File: src/rtl/ecc_line_pkg.sv
package ecc_line_pkg;

  typedef struct packed {
    logic accept;
    logic finish;
  } ctrlStrobes_t;

  function automatic logic [63:0] rotLeft64(input logic [63:0] v, input int amt);
    int a;
    a = amt % 64;
    if (a == 0) return v;
    return (v << a) | (v >> (64 - a));
  endfunction

endpackage

File: src/rtl/ecc_syndrome_dp.sv
module ecc_syndrome_dp
  import ecc_line_pkg::*;
#(
  parameter int DATA_W = 64,
  parameter int CHK_W = 8,
  parameter int BEATS = 4,
  parameter logic [63:0] MASK0 = 64'h0738C808099264FF,
  localparam int OFF_W = $clog2(BEATS),
  localparam int ROT = DATA_W / CHK_W
) (
  input  logic              clk,
  input  logic              rst,
  input  ctrlStrobes_t      strobes,
  input  logic [OFF_W-1:0]  beatOffset,
  input  logic [DATA_W-1:0] beatData,
  input  logic [CHK_W-1:0]  beatCheck,
  output logic [CHK_W-1:0]  beatSyndrome,
  output logic              syndromeValid,
  output logic              lineDone,
  output logic [BEATS-1:0]  badMap,
  output logic              sbeFlag,
  output logic              dbeFlag
);
  logic [CHK_W-1:0] calcCheck;
  logic [CHK_W-1:0] syn;
  logic             synBad, synSingle, synMulti;
  logic [BEATS-1:0] beatBit;
  logic [BEATS-1:0] badAcc;
  logic             sbeAcc, dbeAcc;
  logic [BEATS-1:0] badNext;
  logic             sbeNext, dbeNext;

  for (genvar i = 0; i < CHK_W; i++) begin : g_check
    localparam logic [DATA_W-1:0] SEL = DATA_W'(rotLeft64(MASK0, ROT * i));
    assign calcCheck[i] = ^(beatData & SEL);
  end

  assign syn       = calcCheck ^ beatCheck;
  assign synBad    = |syn;
  assign synSingle = synBad && ((syn & (syn - CHK_W'(1))) == '0);
  assign synMulti  = synBad && !synSingle;

  always_comb begin
    for (int k = 0; k < BEATS; k++) begin
      beatBit[k] = (beatOffset == OFF_W'(BEATS - 1 - k));
    end
  end

  assign badNext = badAcc | (synBad ? beatBit : '0);
  assign sbeNext = sbeAcc | synSingle;
  assign dbeNext = dbeAcc | synMulti;

  always_ff @(posedge clk) begin
    if (rst) begin
      beatSyndrome  <= '0;
      syndromeValid <= 1'b0;
    end else begin
      syndromeValid <= strobes.accept;
      if (strobes.accept) beatSyndrome <= syn;
    end
  end

  always_ff @(posedge clk) begin
    if (rst || strobes.finish) begin
      badAcc <= '0;
      sbeAcc <= 1'b0;
      dbeAcc <= 1'b0;
    end else if (strobes.accept) begin
      badAcc <= badNext;
      sbeAcc <= sbeNext;
      dbeAcc <= dbeNext;
    end
  end

  always_ff @(posedge clk) begin
    if (rst) begin
      lineDone <= 1'b0;
      badMap   <= '0;
      sbeFlag  <= 1'b0;
      dbeFlag  <= 1'b0;
    end else begin
      lineDone <= strobes.finish;
      if (strobes.finish) begin
        badMap  <= badNext;
        sbeFlag <= sbeNext;
        dbeFlag <= dbeNext;
      end
    end
  end
endmodule

File: config.mk
export PLATFORM = sky130hd
export DESIGN_NAME = ecc_syndrome_dp
export DESIGN_NICKNAME = d
export VERILOG_FILES = /design/src/rtl/ecc_line_pkg.sv /design/src/rtl/ecc_syndrome_dp.sv
export SDC_FILE = /design/constraint.sdc
export NUM_CORES = 1
export LEC_CHECK = 0
export ABC_AREA = 1
export BUFFER_PORTS_ARGS = -buffer_cell sky130_fd_sc_hd__buf_2
export CORE_MARGIN = 8
export CORE_UTILIZATION = 30
export DETAILED_ROUTE_END_ITERATION = 8
export MAX_ROUTING_LAYER = met4
export PLACE_DENSITY_LB_ADDON = 0.08
export SYNTH_ARGS = -nofsm -noshare
export SYNTH_HDL_FRONTEND = slang
export SYNTH_SLANG_ARGS = --single-unit
File: constraint.sdc
create_clock -name clk -period 1.75 [get_ports clk]
set_input_delay 0.2625 -clock clk [delete_from_list [all_inputs] [get_ports clk]]
set_output_delay 0.2625 -clock clk [all_outputs]
set_load 0.01 [all_outputs]
# --- After elaboration in Yosys (flattened, before gate mapping) ---
# Index checks and enable logic that the tools add are counted.
op_classes:
  addsub: 1
  reduce_logical: 15
  n_bitwise: 5
  mux: 1
  eq_ne: 3
op_table:
  columns: ["cell", "count"]
  rows:
  - ["64-bit XOR reduction", 8]
  - ["8-bit AND", 1]
  - ["8-bit zero test", 1]
  - ["8-bit OR reduction", 1]
  - ["8-bit by 1-bit subtractor with 8-bit output (second input constant)", 1]
  - ["8-bit bitwise XOR", 1]
  - ["2-bit == test (second input constant)", 2]
  - ["4-bit two-way mux", 1]
  - ["4-bit OR", 1]
  - ["2-bit by 1-bit == test with 1-bit output (second input constant)", 1]
  - ["1-bit logical AND", 2]
  - ["2-bit zero test", 1]
  - ["1-bit OR", 2]
  - ["1-bit zero test", 1]
  - ["1-bit logical OR", 1]
totals:
  out_inout_bits: 16
  inputBits: 78
  reg_bits: 22

# --- Longest topological paths before layout ---
# Gate-level depths: netlist of run 1.
logic_depth:
  depth_word: 9
  mapped_depth: 24

# --- Least setup slack after synthesis of run 1 ---
# No wires, ideal clock.
synth_path:
  path_type: "input-to-reg"
  from: "in beatData[11]"
  to: "reg dbeFlag"
  t_required_ps: 1636
  path_stages: 17
  t_arrival_ps: 1749
  path_slack_ps: -113
  path_buffers: 1
  cell_sequence: "buf_4 -> xnor2_1 -> or2_1 -> nand2_2 -> nand2_1 -> nand2_1 -> nand2_1 -> nand2_1 -> nand2_1 -> nand2_1 -> nand2_1 -> nor2_2 -> nand3_1 -> nand2_1 -> nand3_1 -> nor2_2 -> o21ai_2"
synth_via:
  elab_chain_cells: 9
  elab_cells_between_ends: 14
  cone_classes: "1 x add/sub; 3 x bitwise; 10 x reduce/logical"
synth_lines:
  columns: ["item", "line", "source"]
  rows:
  - ["start: declaration", "ecc_syndrome_dp.sv:15", "input logic [DATA_W-1:0] beatData,"]
  - ["64-bit XOR reduction", "ecc_syndrome_dp.sv:35", "assign calcCheck[i] = ^(beatData & SEL);"]
  - ["8-bit bitwise XOR *", "ecc_syndrome_dp.sv:38", "assign syn = calcCheck ^ beatCheck;"]
  - ["8-bit by 1-bit subtractor with 8-bit output", "ecc_syndrome_dp.sv:40", "assign synSingle = synBad && ((syn & (syn - CHK_W'(1))) == '0);"]
  - ["8-bit AND", "ecc_syndrome_dp.sv:40", null]
  - ["8-bit zero test", "ecc_syndrome_dp.sv:40", null]
  - ["1-bit logical AND", "ecc_syndrome_dp.sv:40", null]
  - ["1-bit zero test", "ecc_syndrome_dp.sv:41", "assign synMulti = synBad && !synSingle;"]
  - ["1-bit logical AND *", "ecc_syndrome_dp.sv:41", null]
  - ["1-bit OR *", "ecc_syndrome_dp.sv:51", "assign dbeNext = dbeAcc | synMulti;"]
  - ["end signal: assignment", "ecc_syndrome_dp.sv:86", "dbeFlag <= dbeNext;"]
  - ["end: declaration", "ecc_syndrome_dp.sv:22", "output logic dbeFlag"]
# Mark *: on every way between the ends. The rest lies on a longest branch, timed or not.
# A chain may end at the register's enable or synchronous reset.

# --- Final worst setup path of run 1 ---
layout_path:
  from: "in beatData[57]"
  to: "reg dbeFlag"
# Same word-level chain as after synthesis.

==> results.json, run 1 <==
{
  "grt_pass1_vias": 4853,
  "drv_slew": 0,
  "finalCritPeriodShare_pct": 106.2,
  "p_leak_uw": 0.003814,
  "max_stage_delay_ps": 160,
  "clockPowerShare_pct": 16.9,
  "cts_tree": "done",
  "required_ps": 1900,
  "final_core_utilization_pct": 48.89,
  "drive_above_1_share_pct": 44.66,
  "routed_wl_um": 13080,
  "synth_top_cell_by_area": "nand2_1",
  "cts_inserted_buffers": 3,
  "reg2reg_from": "beatSyndrome[6]",
  "power_switching_uw": 1656,
  "num_rows": 42,
  "clk_pin_slew_ps": 60,
  "clock_path_buffers": 2,
  "status": "finished with violations",
  "fmax_ghz": 0.5379,
  "antenna_found_initial": 0,
  "syn_to_final_growth_pct": 59.33,
  "path_common_cell": "nand2_2",
  "rrSetupSlack_ps": 1070,
  "crit_type": "in -> reg",
  "synth.net_count": 924,
  "fp.dieH_um": 132.4,
  "drc_errors": 0,
  "cts.htree.levels": 1,
  "synthCells": 846,
  "cts.sinks": 22,
  "worstSetupEndpointType": "flop",
  "rsz0062_at_grt": "yes",
  "cp_cell_sequence": "buf_6, buf_6, xor2_1, nand2_1, nand2_2, nand2_2, nand2_2, xnor2_2, inv_1, nand2_1, nand2_2, nor2_4, nand2_1, nand2_1, nand2_2, inv_4, nand3_4, nor2_4, o21ai_2",
  "worstPathArrival_ps": 2010,
  "slew_headroom_pct": 76.76,
  "hp-class": "in -> reg",
  "crit_path_start": "beatData[57]",
  "switching_share_pct": 44.31,
  "gp_congestion": 0.8037,
  "grt_pass1_wl_um": 21490,
  "dp_slack_ps": -454.0,
  "seq_power_share_pct": 15.1,
  "setup_tns_ps": -580.3,
  "nets": 1091,
  "dr.pass1.iters": 4,
  "r2r_end": "beatSyndrome[6]",
  "final_cell_mix": "341 x nand2_1, 133 x nand2_2, 82 x buf_4",
  "synthTopCellsByArea": "nand2_1 44%, nand3_1 13%, inv_1 11%",
  "finClkSkew_ps": 0.2275,
  "synth-warning-count": 0,
  "die_w_um": 132.4,
  "initial_core_util_pct": 30.69,
  "reg2regPathDepth": 2,
  "crit_slowest_cell": "xnor2_2",
  "core_um2": 13240,
  "intPower_uw": 2082,
  "gr-total-overflow": 0,
  "comb_power_share_pct": 68.1,
  "ys_seq_area_share_pct": 10.84,
  "setup_slack_ps": -109.0,
  "max-vdd-ir-drop_mv": 0.4633,
  "cts_hold_buf": 0,
  "wl_per_cell_um": 11.01,
  "cp_max_fo": 4,
  "synth_seq_cells": 22,
  "clock-root-buffer": "clkbuf_16",
  "ant_nets": 0,
  "num_vias": 5264,
  "syn_area_um2": 4064,
  "setup_viol": 8,
  "synth.avg_cell_area_um2": 4.804,
  "numPortBuffers": 93,
  "drv_cap": 0,
  "drt_iter0_drc": 159,
  "dp_hpwl_um": 10980,
  "ys_types": 25,
  "critical_path.endpoint": "dbeFlag",
  "die_area_um2": 17530,
  "powerDensity_nw_per_um2": 577.4,
  "avgViaCountPerCell": 4.431,
  "grt_start_max_net_pins": 23,
  "layout_min_cycle_time_ps": 1859,
  "diodes": 0,
  "tightestPinTransition_ps": 348.6,
  "start_kind": "input port",
  "ios": 94,
  "synth_top_area_share_pct": 43.78,
  "worstSkewPairLatency_ps": 250,
  "grt_usage_pct": 14.61,
  "violations": "negative setup slack",
  "final_common_cell": "nand2_1",
  "hold_violations": 0
}
## area by class of cell
type	instances	area [µm²]
clock inverter	1	30.03
fill	1441	6768
inverter	130	530.5
sequential	22	440.4
tap	176	220.2
clock buffer	3	75.07
multi-input combinational	683	3915
timing repair buffer	173	1264
## synth_stat cells
master and n:
a21oi_1 8, nand2_1 474, buf_2 1, buf_4 6, xor2_2 1, clkinv_1 1
nor2_1 11, o211ai_1 4, inv_1 123, nand2_2 11, nand4_1 2, o21ai_2 1
xor2_1 22, xnor2_1 26, nand3_1 102, o21ai_0 10, clkbuf_1 3, nor2_2 2
nand4_2 2, clkbuf_2 1, nor2_4 1, dfxtp_1 22, nand3b_1 4, or2_1 2
inv_2 6
## kinds of logic after synthesis
logic type | Yosys count | synth area share, %
AOI/OAI and AO/OA | 23 | 3.171
xor gates and xnor gates | 49 | 10.75
buffers and inverters | 141 | 13.64
DFF | 22 | 10.84
and+or+nand+nor | 611 | 61.61
## worst max-delay path: cells and delay by family
| kind | cells | cell delay (ps) |
|---|---|---|
| compound gates | 1 | 60 |
| xor+xnor | 2 | 290 |
| buf+inv | 4 | 350 |
| simple gates | 12 | 1050 |
## how the worst min path moves through the flow
stage	start	endpoint	slack (ps)	depth (start not counted)
after floorplan	rst	syndromeValid	330	1
after global placement	badMap[3]	badMap[3]	440	2
after detailed placement	badMap[0]	badMap[0]	430	2
after CTS	rst	syndromeValid	210	2
after global routing	rst	syndromeValid	220	2
final	rst	syndromeValid	210	2
## stage by stage
| stage | area, µm² | total power [µW] | hold slack [ps] | cells |
|---|---|---|---|---|
| floorplan | 4134 | 1827 | 334.8 | 846 |
| detailed placement | 5260 | 2540 | 434.9 | 1174 |
| global route | 6475 | 4088 | 217.9 | 1188 |
| finish | 6475 | 3738 | 205.4 | 1188 |
| global placement | 5260 | 2539 | 435.5 | 1174 |
| CTS | 5697 | 3383 | 207.8 | 1183 |
## power groups by stage
stage	sequential [µW]	clock, µW	combinational (µW)
global route	566	668	2850
finish	563	630	2550
global placement	574	0	1970
detailed placement	573	0	1970
CTS	562	643	2180
floorplan	587	0	1240
## state kept, by name, summed over array words and instances, names as in the netlist
signal,cells
badAcc,4
badMap,4
beatSyndrome,8
dbeAcc,1
dbeFlag,1
lineDone,1
sbeAcc,1
sbeFlag,1
syndromeValid,1
## repair_timing
action	CTS	global route
resized for setup	95	252
setup endpoints to repair	12	16
buffers inserted	6	5
pin swaps	22	109
## routing by layer
layer / routed length (µm) / global-route usage (%)
met5: 0 / -
met4: 25 / 1.136
met3: 350 / 1.143
met2: 6160 / 23.75
met1: 6544 / 20.02
(Power assumes the default switching activity.)
==> run 2: changes to the inputs <==
--- a/config.mk
+++ b/config.mk
@@ -7,6 +7,7 @@
 export LEC_CHECK = 0
 export ABC_AREA = 1
 export BUFFER_PORTS_ARGS = -buffer_cell sky130_fd_sc_hd__buf_2
+export CORE_ASPECT_RATIO = 0.5
 export CORE_MARGIN = 8
 export CORE_UTILIZATION = 30
 export DETAILED_ROUTE_END_ITERATION = 8
==> run 2 against run 1 <==
  * The run still ends with negative setup slack left
  * Sequential power down 0.7%
  * Final cell count up 0.59%
  * Global-route usage up 0.17 points
  * Setup slack worse by 58 ps
  * Clock skew up 3.8 ps
  * Via count down 2.2%
  * Combinational power down 11%
  * Largest power group unchanged
==> results.json, run 2 (synthesized netlist as in run 1, its figures left out) <==
{
  "routed_wl_um": 13390,
  "die_area_um2": 17750,
  "crit_slowest_cell": "nor2_4",
  "num_rows": 30,
  "violations": "negative setup slack",
  "powerDensity_nw_per_um2": 565.7,
  "start_kind": "input port",
  "layout_min_cycle_time_ps": 1917,
  "clock-root-buffer": "clkbuf_16",
  "finalCritPeriodShare_pct": 109.5,
  "p_total_uw": 3357,
  "drt_iter0_drc": 207,
  "tightestPinTransition_ps": 380.6,
  "p_leak_uw": 0.003725,
  "dr.pass1.iters": 4,
  "wl_per_cell_um": 11.20,
  "cts_hold_buf": 0,
  "clk_pin_slew_ps": 60,
  "crit_type": "in -> reg",
  "fp.dieH_um": 98.30,
  "ant_nets": 0,
  "rsz0062_at_grt": "yes",
  "crit_family": "simple AND/OR/NAND/NOR gates",
  "worstPathArrival_ps": 2070,
  "drv_slew": 0,
  "final_cell_mix": "411 x nand2_1, 106 x inv_1, 87 x buf_4",
  "cts.htree.levels": 1,
  "num_vias": 5150,
  "hp-class": "in -> reg",
  "largest_reg_flops": 8,
  "finClkSkew_ps": 4.077,
  "final_core_utilization_pct": 44.28,
  "worst_hold_slack_ps": 210.2,
  "gr-total-overflow": 0,
  "status": "finished with violations",
  "cp_max_fo": 4,
  "drv_cap": 0,
  "cts_inserted_buffers": 3,
  "top_regs": "beatSyndrome x8, badAcc x4, badMap x4",
  "crit_buf_inv": 6,
  "nets": 1098,
  "required_ps": 1900,
  "worstSkewPairLatency_ps": 250,
  "drive_above_1_share_pct": 32.29,
  "syn_to_final_growth_pct": 46.00,
  "hold_violations": 0,
  "worstSetupEndpointType": "flop",
  "cp_cell_sequence": "buf_2, inv_1, nand2_1, nand2_1, buf_4, inv_1, nand2_1, nand2_2, xnor2_4, buf_6, nand3_1, nand2_2, nor2_4, nand2_1, nand2_1, nand2_2, clkinv_2, nand3_2, nor2_4, o21ai_2",
  "drc_errors": 0,
  "setup_viol": 12,
  "avgViaCountPerCell": 4.310,
  "numPortBuffers": 93,
  "largest_register": "beatSyndrome",
  "gp_congestion": 0.8197,
  "ios": 94,
  "core_um2": 13400,
  "dp_hpwl_um": 11630,
  "clock_path_buffers": 2,
  "grt_start_max_net_pins": 23,
  "fmax_ghz": 0.5218,
  "antenna_found_initial": 0,
  "cts_tree": "done",
  "path_common_cell": "nand2_1",
  "fill_cells": 1506,
  "final_common_cell": "nand2_1",
  "max-vdd-ir-drop_mv": 0.3358,
  "setup_slack_ps": -166.6,
  "dp_slack_ps": -576.9,
  "grt_pass1_vias": 4771,
  "slew_headroom_pct": 74.63,
  "cts.sinks": 22,
  "grt_usage_pct": 14.78,
  "initial_core_util_pct": 30.33,
  "max_stage_delay_ps": 190,
  "die_w_um": 180.6,
  "grt_pass1_wl_um": 21640,
  "diodes": 0
}
-- run 2: changes by cell type in the layout (fill, tap and decap cells not counted), moves of 5 or more --
cell	change
nand2_1	+70
nand2_2	-62
inv_1	+35
inv_2	-24
buf_2	+18
nand3_1	+16
buf_6	-13
inv_4	-11
nand3_2	-11
nand2_4	-8
buf_4	+5
nand3_4	-5
-- run 2: final timing paths --
kind	cells past startpoint	start	slack, ps	to
worst max-delay path	20	beatData[47]	-170	dbeFlag
worst min-delay path	2	rst	210	syndromeValid
worst max register to register	2	beatSyndrome[6]	1080	beatSyndrome[6]
worst min register to register	2	badMap[2]	450	badMap[2]
-- run 2: final cells by class --
| type | count | area, µm² | area share [%] |
|---|---|---|---|
| sequential | 22 | 440.4 | 7.423 |
| clock buffer | 4 | 88.84 | 1.497 |
| inverter | 130 | 499.2 | 8.414 |
| timing repair buffer | 180 | 1180 | 19.89 |
| tap | 176 | 220.2 | 3.712 |
| multi-input combinational | 683 | 3505 | 59.07 |
-- run 2: stage by stage --
stage | cell area [µm²] | std cells | TNS, ps
3_3_place_gp | 5358 | 1187 | -7313
5_1_grt | 5933 | 1195 | -3229
3_5_place_dp | 5358 | 1187 | -7248
2_1_floorplan | 4134 | 846 | -534.6
6_report | 5933 | 1195 | -1190
4_1_cts | 5657 | 1192 | -1073
-- run 2: where the power goes --
part / switching, µW / internal (µW) / total [µW]
logic: 1330 / 940 / 2270
clock network: 180 / 349 / 529
registers: 17.7 / 541 / 559
total: 1530 / 1830 / 3360
-- run 2: repair_timing --
action / in CTS / in global routing
gates resized for setup: 57 / 86
buffers inserted: 1 / 3
setup endpoints to repair: 13 / 17
pin swaps: 33 / 44
-- run 2: metal layers --
metal	track usage (%)	vias up	share of wire (%)
li1	-	2894	-
met3	1.519	2	3.4
met5	-	-	0
met1	20.86	2187	54
met2	23.48	67	42
met4	0.5682	0	0.067
